File: src/rtl/ifb_dac_pkg.sv
package ifb_dac_pkg;

    // Limit an integer to the closed range [lo, hi].
    function automatic int clamp_i(input int v, input int lo, input int hi);
        if (v < lo) return lo;
        if (v > hi) return hi;
        return v;
    endfunction

    // Divide by 2**sh, rounding toward negative infinity.
    function automatic int floor_shr(input int v, input int sh);
        return v >>> sh;
    endfunction

endpackage

File: src/rtl/ifb_estimator.sv
module ifb_estimator
    import ifb_dac_pkg::*;
#(
    parameter int ADC_W    = 10,
    parameter int PERIOD   = 160,
    parameter int CENTRE   = 76,
    parameter int ALPHA_SH = 2,
    localparam int SET_W   = $clog2(PERIOD),
    localparam int ADC_MAX = (1 << ADC_W) - 1
) (
    input  logic             clk,
    input  logic             rst,
    input  logic             smp_valid,
    input  logic [ADC_W-1:0] adc_code,
    input  logic [ADC_W-1:0] target,
    output logic [SET_W-1:0] setting_q
);

    int               est_i;
    int               err_i;
    int               nxt_i;
    logic [SET_W-1:0] nxt_set;

    // One-step prediction from the lagged reading, then the steering step.
    always_comb begin
        est_i   = int'(adc_code) + ((CENTRE - int'(setting_q)) <<< ALPHA_SH);
        est_i   = clamp_i(est_i, 0, ADC_MAX);
        err_i   = floor_shr(est_i - int'(target), ALPHA_SH);
        nxt_i   = clamp_i(CENTRE + err_i, 0, PERIOD - 1);
        nxt_set = SET_W'(nxt_i);
    end

    always_ff @(posedge clk) begin
        if (rst)            setting_q <= SET_W'(CENTRE);
        else if (smp_valid) setting_q <= nxt_set;
    end

    assert_setting_range_R5: assert property (@(posedge clk) disable iff (rst)
        int'(setting_q) < PERIOD);

    assert_hold_R7: assert property (@(posedge clk) disable iff (rst)
        !smp_valid |=> $stable(setting_q));

    assert_centre_fixed_R4: assert property (@(posedge clk) disable iff (rst)
        (smp_valid && adc_code == target && int'(setting_q) == CENTRE)
        |=> int'(setting_q) == CENTRE);

endmodule

File: src/rtl/ifb_pwm_core.sv
module ifb_pwm_core #(
    parameter int PERIOD  = 160,
    parameter int CENTRE  = 76,
    localparam int SET_W  = $clog2(PERIOD)
) (
    input  logic             clk,
    input  logic             rst,
    input  logic [SET_W-1:0] next_set,
    output logic             pwm_o
);

    logic [SET_W-1:0] cnt;
    logic [SET_W-1:0] active;
    logic             wrap;

    assign wrap = (cnt == SET_W'(PERIOD - 1));

    // The setting is latched only at the period boundary.
    always_ff @(posedge clk) begin
        if (rst) begin
            cnt    <= '0;
            active <= SET_W'(CENTRE);
        end else if (wrap) begin
            cnt    <= '0;
            active <= next_set;
        end else begin
            cnt    <= cnt + 1'b1;
        end
    end

    assign pwm_o = (cnt <= active);

    assert_cnt_range_R2: assert property (@(posedge clk) disable iff (rst)
        int'(cnt) < PERIOD);

    assert_period_wrap_R2: assert property (@(posedge clk) disable iff (rst)
        int'(cnt) == PERIOD - 1 |=> cnt == '0);

    assert_active_stable_R6: assert property (@(posedge clk) disable iff (rst)
        cnt != '0 |-> $stable(active));

endmodule

File: src/rtl/ifb_dac_ctrl.sv
module ifb_dac_ctrl #(
    parameter int ADC_W    = 10,
    parameter int PERIOD   = 160,
    parameter int CENTRE   = 76,
    parameter int ALPHA_SH = 2,
    localparam int SET_W   = $clog2(PERIOD)
) (
    input  logic             clk,
    input  logic             rst,
    input  logic             smp_valid,
    input  logic [ADC_W-1:0] adc_code,
    input  logic [ADC_W-1:0] target,
    output logic             pwm_o,
    output logic [SET_W-1:0] setting_o
);

    logic [SET_W-1:0] setting_q;

    ifb_estimator #(
        .ADC_W(ADC_W), .PERIOD(PERIOD), .CENTRE(CENTRE), .ALPHA_SH(ALPHA_SH)
    ) u_est (
        .clk(clk), .rst(rst), .smp_valid(smp_valid),
        .adc_code(adc_code), .target(target), .setting_q(setting_q)
    );

    ifb_pwm_core #(
        .PERIOD(PERIOD), .CENTRE(CENTRE)
    ) u_pwm (
        .clk(clk), .rst(rst), .next_set(setting_q), .pwm_o(pwm_o)
    );

    assign setting_o = setting_q;

endmodule

File: config.mk
export PLATFORM = sky130hd
export DESIGN_NAME = ifb_dac_ctrl
export DESIGN_NICKNAME = d
export VERILOG_FILES = /design/src/rtl/ifb_dac_pkg.sv /design/src/rtl/ifb_estimator.sv /design/src/rtl/ifb_pwm_core.sv /design/src/rtl/ifb_dac_ctrl.sv
export SDC_FILE = /design/constraint.sdc
export NUM_CORES = 1
export LEC_CHECK = 0
export CAP_MARGIN = 20
export CORE_ASPECT_RATIO = 0.6
export CORE_MARGIN = 10
export CORE_UTILIZATION = 57
export DETAILED_ROUTE_END_ITERATION = 10
export GPL_TIMING_DRIVEN = 0
export PLACE_DENSITY = 0.87
export SLEW_MARGIN = 25
export SYNTH_ARGS = -nofsm -noshare
export SYNTH_HDL_FRONTEND = slang
export SYNTH_HIERARCHICAL = 1
export SYNTH_SLANG_ARGS = --single-unit
export TNS_END_PERCENT = 1
File: constraint.sdc
create_clock -name clk -period 6.8 [get_ports clk]
set_clock_uncertainty 0.2 [all_clocks]
set_input_delay 1.36 -clock clk [delete_from_list [all_inputs] [get_ports clk]]
set_output_delay 1.36 -clock clk [all_outputs]
set_load 0.02 [all_outputs]
**Yosys cells after proc, flatten, opt, wreduce, memory -nomap -nowiden**

Index checks and enable logic that the tools add are counted.

- Logic and storage cells: 27
- Bits of input ports: 23
- Output and inout port bits: 9
- Flip-flop bits (word level): 24

- Eq/ne operators: 1
- Muxes and demuxes: 12
- $add $sub $neg: 5
- Reduce and logical (&&, ||, !) cells: 1
- Magnitude comparators: 5

Operators with widths:

| kind | number |
|---|---|
| two-way mux 32 bit | 2 |
| adder 11 x 32 -> 32 bit | 1 |
| > comparator 32 x 11 -> 1 bit, second input constant | 1 |
| less-than comparator 32 x 1 -> 1 bit, second input constant | 1 |
| subtractor 32 x 11 -> 32 bit | 1 |
| adder 8 x 30 -> 31 bit, first input constant | 1 |
| > comparator 31 x 9 -> 1 bit, second input constant | 1 |
| less-than comparator 31 x 1 -> 1 bit, second input constant | 1 |
| two-way mux 8 bit | 3 |
| two-way mux 10 bit | 1 |
| subtractor 7 x 8 -> 9 bit, first input constant | 1 |
| adder 8 x 1 -> 8 bit, second input constant | 1 |
| == test 8 bit, second input constant | 1 |
| <= comparator 8 bit | 1 |
| two-way mux 1 bit | 6 |
| OR reduction 2 bit | 1 |

**Logic depth before layout (Yosys ltp)**

Gate-level depths: netlist of run 1.

- Depth after elaboration: 14
- Mapped depth: 28
- Mapped depth without buffers: 28

**Hierarchy**

The synthesis of run 1 kept the hierarchy.

By module, submodules not included:

| module | times used | cells an instance | area an instance (um^2) | seq. area each (um^2) |
|---|---|---|---|---|
| ifb_estimator | 1 | 234 | 1808.0 | 160.2 |
| ifb_pwm_core | 1 | 90 | 828.3 | 320.3 |

**Worst setup path after synthesis of run 1**

Ideal clock, no wire load.

- Kind: input to register
- Start: in adc_code[2]
- End: reg u_est.setting_q[5]
- Setup slack: 0.364 ns
- Cell stages on the path: 25
- Required time: 6.504 ns
- Library setup time: 0.096 ns
- Arrival: 6.140 ns
- Path buffers: 0
- Path through: ha_1 -> inv_1 -> fa_1 -> nor2b_1 -> o311a_1 -> nor2_1 -> xnor2_1 -> o21a_1 -> ha_1 -> nor2b_1 -> o21ai_1 -> nand2b_1 -> a21o_1 -> a21o_4 -> a21oi_1 -> xor2_1 -> ha_1 -> nor3_1 -> o21a_1 -> a311o_1 -> a311o_2 -> nand4_4 -> nand3_1 -> o21a_2 -> o41ai_2

- Cells in the longest elaborated chain, start to end: 13
- Elaborated cells on any way between the ends: 18
- Those cells by class: add/sub (3); order compare (4); mux (11)

RTL lines:

| item | line | source |
|---|---|---|
| start, declared | ifb_dac_ctrl.sv:11 | `input logic [ADC_W-1:0] adc_code,` |
| adder 11 x 32 -> 32 bit (*) | ifb_estimator.sv:26 | `est_i = int'(adc_code) + ((CENTRE - int'(setting_q)) <<< ALPHA_SH);` |
| > comparator 32 x 11 -> 1 bit | ifb_dac_pkg.sv:6 | `if (v > hi) return hi;` |
| two-way mux 1 bit (2 in series) | ifb_dac_pkg.sv:6 |  |
| two-way mux 32 bit | ifb_dac_pkg.sv:7 | `return v;` |
| two-way mux 32 bit (*) | ifb_dac_pkg.sv:6 |  |
| subtractor 32 x 11 -> 32 bit (*) | ifb_estimator.sv:28 | `err_i = floor_shr(est_i - int'(target), ALPHA_SH);` |
| adder 8 x 30 -> 31 bit (*) | ifb_estimator.sv:29 | `nxt_i = clamp_i(CENTRE + err_i, 0, PERIOD - 1);` |
| > comparator 31 x 9 -> 1 bit | ifb_dac_pkg.sv:6 |  |
| two-way mux 1 bit (2 in series) | ifb_dac_pkg.sv:6 |  |
| two-way mux 8 bit | ifb_dac_pkg.sv:7 |  |
| two-way mux 8 bit (*) | ifb_dac_pkg.sv:6 |  |
| end signal, assigned | ifb_estimator.sv:34 | `if (rst) setting_q <= SET_W'(CENTRE);` |
| end signal, assigned | ifb_estimator.sv:35 | `else if (smp_valid) setting_q <= nxt_set;` |
| end, declared | ifb_estimator.sv:16 | `output logic [SET_W-1:0] setting_q` |

Every way passes the cells marked *; elsewhere a longest branch is shown, timed or not. The select of a mux whose other input is x is not followed.
A chain may end at the register's enable or synchronous reset.

**Worst setup path in the final report of run 1**

Same ends and word-level chain as after synthesis.

==> results.sh, run 1 <==
export IMPL_dpl_worst_slack_ns=-0.763
export IMPL_max_slew_margin=0.633
export IMPL_drive_above_1_share=0.113
export IMPL_die_w_microns=108
export IMPL_r2r_start="u_est/setting_q[0]$_SDFFE_PP0P_"
export IMPL_cp_arrival_ns=6.61
export IMPL_via_count=2498
export IMPL_drv_slew=0
export IMPL_drc_errors=0
export IMPL_hold_viol_final=0
export IMPL_worst_setup_path_start_kind="input pin"
export IMPL_port_buffers=31
export IMPL_r2r_end="u_est/setting_q[5]$_SDFFE_PP0P_"
export IMPL_yosys_area_top_type_share=0.182
export IMPL_slowest_delay_ns=0.46
export IMPL_yosys_area_top_type="dfxtp_1"
export IMPL_startpoint="adc_code[2]"
export IMPL_cts_sinks=24
export IMPL_worst_pin_slew_ns=0.551
export IMPL_finalSetupTns_ns=0
export IMPL_setup_ws_ns=0.178
export IMPL_antenna_found_initial=0
export IMPL_htree_levels=1
export IMPL_max_freq_mhz=151
export IMPL_critical_path_depth=26
export IMPL_die_area_sq_um=7830
export IMPL_critical_path_top_delay_family="compound AO/OA/AOI/OAI gates"
export IMPL_grt_pass1_vias=2316
export IMPL_hold_depth=1
export IMPL_netlist_area_sq_um=2640
export IMPL_cp_required_ns=6.78
export IMPL_synth_area_leaders="dfxtp_1, ha_1, xnor2_1"
export IMPL_synth_seq_area_share=0.182
export IMPL_maxCapViolCount=0
export IMPL_ioPinCount=32
export IMPL_synthToLayoutAreaGrowth_pct=22.4
export IMPL_avgSynthCellArea_sq_um=8.14
export IMPL_cts_buffers=3
export IMPL_ff2ff_setup_slack_ns=0.48
export IMPL_fin_nets=417
export IMPL_start_util=0.584
export IMPL_ys_types=65
export IMPL_place_gp_congestion=0.893
export IMPL_grt_usage=0.173
export IMPL_fin_crit_sh=0.974
export IMPL_status="complete, no violations"
export IMPL_dr_pass1_iters=7
export IMPL_wl_mm=7.07
export IMPL_wl_per_cell_microns=16.6
export IMPL_critical_path_class="input pin to register"
export IMPL_diodes=0
export IMPL_synthArstFlopShare=0
export IMPL_viasPerCell=5.88
export IMPL_cpMaxStageDelayCell="clkdlybuf4s50_1"
export IMPL_fin_crit_ns=6.62
export IMPL_netlist_instances=324
export IMPL_rows=19
export IMPL_grt_pass1_wl_mm=11.3
export IMPL_critPathCapture="u_est/setting_q[5]$_SDFFE_PP0P_"
export IMPL_drt_iter0_markers=163
export IMPL_cts_root_buf="clkbuf_8"
export IMPL_fin_hold_ws_ns=0.310
export IMPL_worstHoldPathType="register to register"
export IMPL_grt_overflow_total=0
export IMPL_critPathMaxFanout=5
export IMPL_clockBufferDepth=2
export IMPL_synth_fp_nets=378
export IMPL_end_kind="register"
export IMPL_postRouteAntennaNets=0
export IMPL_synth_ff_type="dfxtp_1"
export IMPL_cts_tree="yes"
export IMPL_clkTransAtPathRegs_ns=0.08
export IMPL_yosys_warnings=6
export IMPL_grt_start_max_net_pins=15
export IMPL_worstRegToRegCells=28
export IMPL_hpwl_mm=5.36
export IMPL_setup_viol=0
export IMPL_core_area_sq_um=4520
export IMPL_cp_num_buf_inv=2
export IMPL_insertion_delay_ns=0.28
export IMPL_worstHoldStart="u_pwm/cnt[0]$_SDFF_PP0_"
export IMPL_synth_edff_count=0
export IMPL_synth_seq_cells=24
export IMPL_die_h_microns=72.7
## registers in the layout, indices dropped and copies added, names as in the netlist
| name | count |
|---|---|
| u_pwm/cnt | 8 |
| u_est/setting_q | 8 |
| u_pwm/active | 8 |
## cell usage in the layout, fill, tap and decap left out, types with 4 or more instances in the layout
| cell | Yosys | final |
|---|---|---|
| a21oi_1 | 24 | 23 |
| xnor2_1 | 18 | 17 |
| nand2_1 | 28 | 28 |
| mux2i_1 | 8 | 8 |
| inv_1 | 31 | 31 |
| nand4_1 | 4 | 4 |
| nor2_1 | 28 | 28 |
| nand3_1 | 8 | 7 |
| dfxtp_1 | 24 | 24 |
| nor3_1 | 5 | 4 |
| clkdlybuf4s50_1 | 0 | 31 |
| a21o_1 | 7 | 7 |
| ha_1 | 30 | 27 |
| xor2_1 | 8 | 8 |
| nor2b_1 | 9 | 8 |
| buf_4 | 0 | 5 |
| o21a_1 | 9 | 9 |
| o211ai_1 | 6 | 6 |
| o21ai_0 | 6 | 6 |
## what timing repair did
action,in CTS,in global routing
buffers inserted,3,2
hold buffers,0,0
pin swaps,3,9
setup endpoints to repair,8,8
resized for setup,5,12
## area by class of cell
type / count / area (sq um)
repair buffers: 36 / 348
plain buffers: 6 / 37.5
clock inverters: 1 / 30.0
fillers: 344 / 1290
well taps: 63 / 78.8
multi-input cells: 261 / 2090
inverters: 31 / 116
flip-flops and latches: 24 / 480
clock buffers: 3 / 41.3
## worst min path at each step
stage	end	slack, ns
floorplan	u_pwm/active[1]$_SDFFE_PP0P_	0.26
global placement	u_pwm/active[5]$_SDFFE_PP0P_	0.27
detailed placement	u_pwm/active[7]$_SDFFE_PP0P_	0.29
CTS	u_pwm/cnt[0]$_SDFF_PP0_	0.31
global route	u_pwm/active[7]$_SDFFE_PP0P_	0.34
finish	u_pwm/cnt[0]$_SDFF_PP0_	0.31
## cell families after synthesis
logic type               count (synthesis)  synth area share
AND/OR/NAND/NOR                        101             0.204
AO/OA/AOI/OAI                           92             0.273
buffers and inverters                   39            0.0612
adder cells (fa/ha/maj)                 31             0.150
XOR/XNOR                                27            0.0926
flip-flops                              24             0.182
multiplexers                             9            0.0356
other                                    1           0.00142
## through the flow
step            util  std cells  cell area (sq um)
4_1_cts        0.696        424               3150
3_3_place_gp   0.670        418               3030
2_1_floorplan      -        324               2640
5_1_grt        0.714        425               3230
3_5_place_dp   0.670        418               3030
6_report       0.714        425               3230
## worst reg2reg max path: cells and delay by family, from the launching register on
kind                     cells  cell delay (ns)
AO/OA/AOI/OAI               11             2.63
XOR/XNOR                     3             0.45
adder cells (fa/ha/maj)      4             1.18
buffers and inverters        1             0.09
flip-flops                   1             0.52
AND/OR/NAND/NOR              9             1.17
## metal layers
| layer | GRT usage | share of wire |
|---|---|---|
| met1 | 0.246 | 0.50 |
| met4 | 0.0383 | 0.012 |
| met3 | 0.0397 | 0.070 |
| met5 | 0 | 0 |
| met2 | 0.256 | 0.42 |
## synthesized netlist by cell type (4+ instances only)
cell and number:
o211ai_1 6, a21oi_1 24, mux2i_1 8, clkbuf_1 5
o21ai_0 6, xor2_1 8, nand4_1 4, inv_1 31
nand3_1 8, a21o_1 7, dfxtp_1 24, ha_1 30
nor2b_1 9, o21a_1 9, xnor2_1 18, nor3_1 5
nand2_1 28, nor2_1 28
Power of run 1 is not shown: default switching activity piles up to over one toggle a cycle in this logic, so the estimate is an artifact.
==> run 2: changes to the inputs <==
Settings changed: CORE_UTILIZATION 57 to 30, CTS_CLUSTER_DIAMETER set to 150, PLACE_DENSITY 0.87 to 0.54.
==> run 2 against run 1 <==
Compared with the run above: non-clock buffer count grew 8; final area rose by 4.0%; global-route usage is 6.5 points lower; register-to-register slack improved by 0.19 ns; final cell count grew 13%; routed wire length is 3.5% higher; first-iteration DRC count is 1.8% lower; fmax up 1.1%; worst hold slack worse by 0.012 ns; sequential cell count unchanged; critical endpoint unchanged; highest routed layer unchanged.
==> results.sh, run 2 (synthesis results as in run 1) <==
export IMPL_post_route_util=0.394
export IMPL_max_slew_margin=0.550
export IMPL_postRouteAntennaNets=0
export IMPL_status="complete, no violations"
export IMPL_via_count=2493
export IMPL_worstRegToRegCells=28
export IMPL_htree_levels=1
export IMPL_dpl_worst_slack_ns=-0.753
export IMPL_antenna_found_initial=0
export IMPL_clockBufferDepth=2
export IMPL_clkTransAtPathRegs_ns=0.06
export IMPL_r2r_end="u_est/setting_q[5]$_SDFFE_PP0P_"
export IMPL_wl_mm=7.32
export IMPL_fin_hold_ws_ns=0.298
export IMPL_end_kind="register"
export IMPL_fillers=891
export IMPL_multiInputGateArea_sq_um=2070
export IMPL_ioPinCount=32
export IMPL_cts_buffers=3
export IMPL_worstHoldPathType="register to register"
export IMPL_grt_usage=0.108
export IMPL_grt_pass1_wl_mm=12.1
export IMPL_port_buffers=31
export IMPL_wl_per_cell_microns=15.2
export IMPL_cp_required_ns=6.76
export IMPL_r2r_start="u_est/setting_q[0]$_SDFFE_PP0P_"
export IMPL_stdcell_area_sq_um=3360
export IMPL_cts_root_buf="clkbuf_16"
export IMPL_hpwl_mm=5.79
export IMPL_grt_pass1_vias=2411
export IMPL_fin_crit_sh=0.963
export IMPL_die_w_microns=141
export IMPL_drv_slew=0
export IMPL_final_cell_mix="clkdlybuf4s50_1, inv_1, nand2_1, nor2_1, ha_1"
export IMPL_synthToLayoutAreaGrowth_pct=27.3
export IMPL_fin_crit_ns=6.55
export IMPL_worstHoldStart="u_pwm/active[5]$_SDFFE_PP0P_"
export IMPL_fin_nets=425
export IMPL_register_area_sq_um=480
export IMPL_cts_tree="yes"
export IMPL_viasPerCell=5.17
export IMPL_grt_start_max_net_pins=14
export IMPL_core_area_sq_um=8520
export IMPL_critPathMaxFanout=5
export IMPL_dpl_cell_area_sq_um=3090
export IMPL_start_util=0.309
export IMPL_worst_setup_path_start_kind="input pin"
export IMPL_dr_pass1_iters=4
export IMPL_drt_iter0_markers=160
export IMPL_worst_pin_slew_ns=0.675
export IMPL_critical_path_class="input pin to register"
export IMPL_hold_depth=2
export IMPL_maxCapViolCount=0
export IMPL_ff2ff_setup_slack_ns=0.67
export IMPL_hold_end="u_pwm/active[5]$_SDFFE_PP0P_"
export IMPL_diodes=0
export IMPL_setup_viol=0
export IMPL_hold_viol_final=0
export IMPL_die_h_microns=92.6
export IMPL_place_gp_congestion=0.859
export IMPL_max_freq_mhz=153
export IMPL_setup_ws_ns=0.249
export IMPL_die_area_sq_um=13100
export IMPL_insertion_delay_ns=0.25
export IMPL_drc_errors=0
export IMPL_grt_overflow_total=0
export IMPL_drive_above_1_share=0.135
export IMPL_reg_top3="u_est/setting_q x8, u_pwm/active x8, u_pwm/cnt x8"
export IMPL_rows=26
export IMPL_cts_sinks=24
export IMPL_cp_arrival_ns=6.51
-- run 2: final cells by class --
class | instances | area share
inverters | 31 | 0.0347
well taps | 112 | 0.0417
flip-flops and latches | 24 | 0.143
multi-input cells | 261 | 0.618
plain buffers | 6 | 0.0112
clock buffers | 4 | 0.0265
repair buffers | 44 | 0.125
-- run 2: critical path, stage by stage --
cell             delay [ns]
clkdlybuf4s50_1        0.47
ha_2                   0.18
inv_1                  0.06
fa_2                   0.37
nor2b_2                0.15
o311a_1                0.22
nor2_1                 0.09
xnor2_2                0.27
o21a_1                 0.19
ha_4                   0.22
nor2b_1                0.14
o21ai_2                0.17
nand2b_1               0.09
a21o_1                 0.20
a21o_4                 0.21
buf_12                 0.13
xnor2_2                0.14
ha_2                   0.22
nor3_1                 0.20
o21a_1                 0.15
a311o_1                0.16
a211o_1                0.18
nand4_4                0.14
or3_4                  0.36
o21a_2                 0.15
o41ai_2                0.29
-- run 2: stage by stage --
| stage | cells | TNS [ns] |
|---|---|---|
| 4_1_cts | 478 | 0 |
| 5_1_grt | 482 | -0.0199 |
| 2_1_floorplan | 324 | 0 |
| 6_report | 482 | 0 |
| 3_3_place_gp | 467 | -5.06 |
| 3_5_place_dp | 467 | -5.42 |
-- run 2: per-layer routing --
metal  global-route usage  vias to the layer above  routed length (microns)
met5                    0                        -                        0
met4               0.0146                        0                       62
met3               0.0148                        6                      322
met2                0.157                       61                     2900
met1                0.165                     1155                     4040
li1                     -                     1271                        -
-- run 2: what timing repair did --
action / CTS / global route
hold buffers: 0 / 0
pin swaps: 2 / 9
setup endpoints to repair: 8 / 8
gates resized for setup: 8 / 7
setup buffers: 8 / 5
-- run 2: worst max-delay path by stage --
stage / endpoint / startpoint / cells past startpoint / slack [ns]
finish: u_est/setting_q[5]$_SDFFE_PP0P_ / adc_code[2] / 26 / 0.25
global route: u_est/setting_q[5]$_SDFFE_PP0P_ / adc_code[2] / 26 / -0.02
CTS: u_est/setting_q[5]$_SDFFE_PP0P_ / adc_code[2] / 26 / 0.05
detailed placement: u_est/setting_q[5]$_SDFFE_PP0P_ / adc_code[2] / 25 / -0.75
global placement: u_est/setting_q[5]$_SDFFE_PP0P_ / adc_code[2] / 25 / -0.72
floorplan: u_est/setting_q[5]$_SDFFE_PP0P_ / adc_code[2] / 25 / 0.36
Power of run 2 is left out for the same reason.
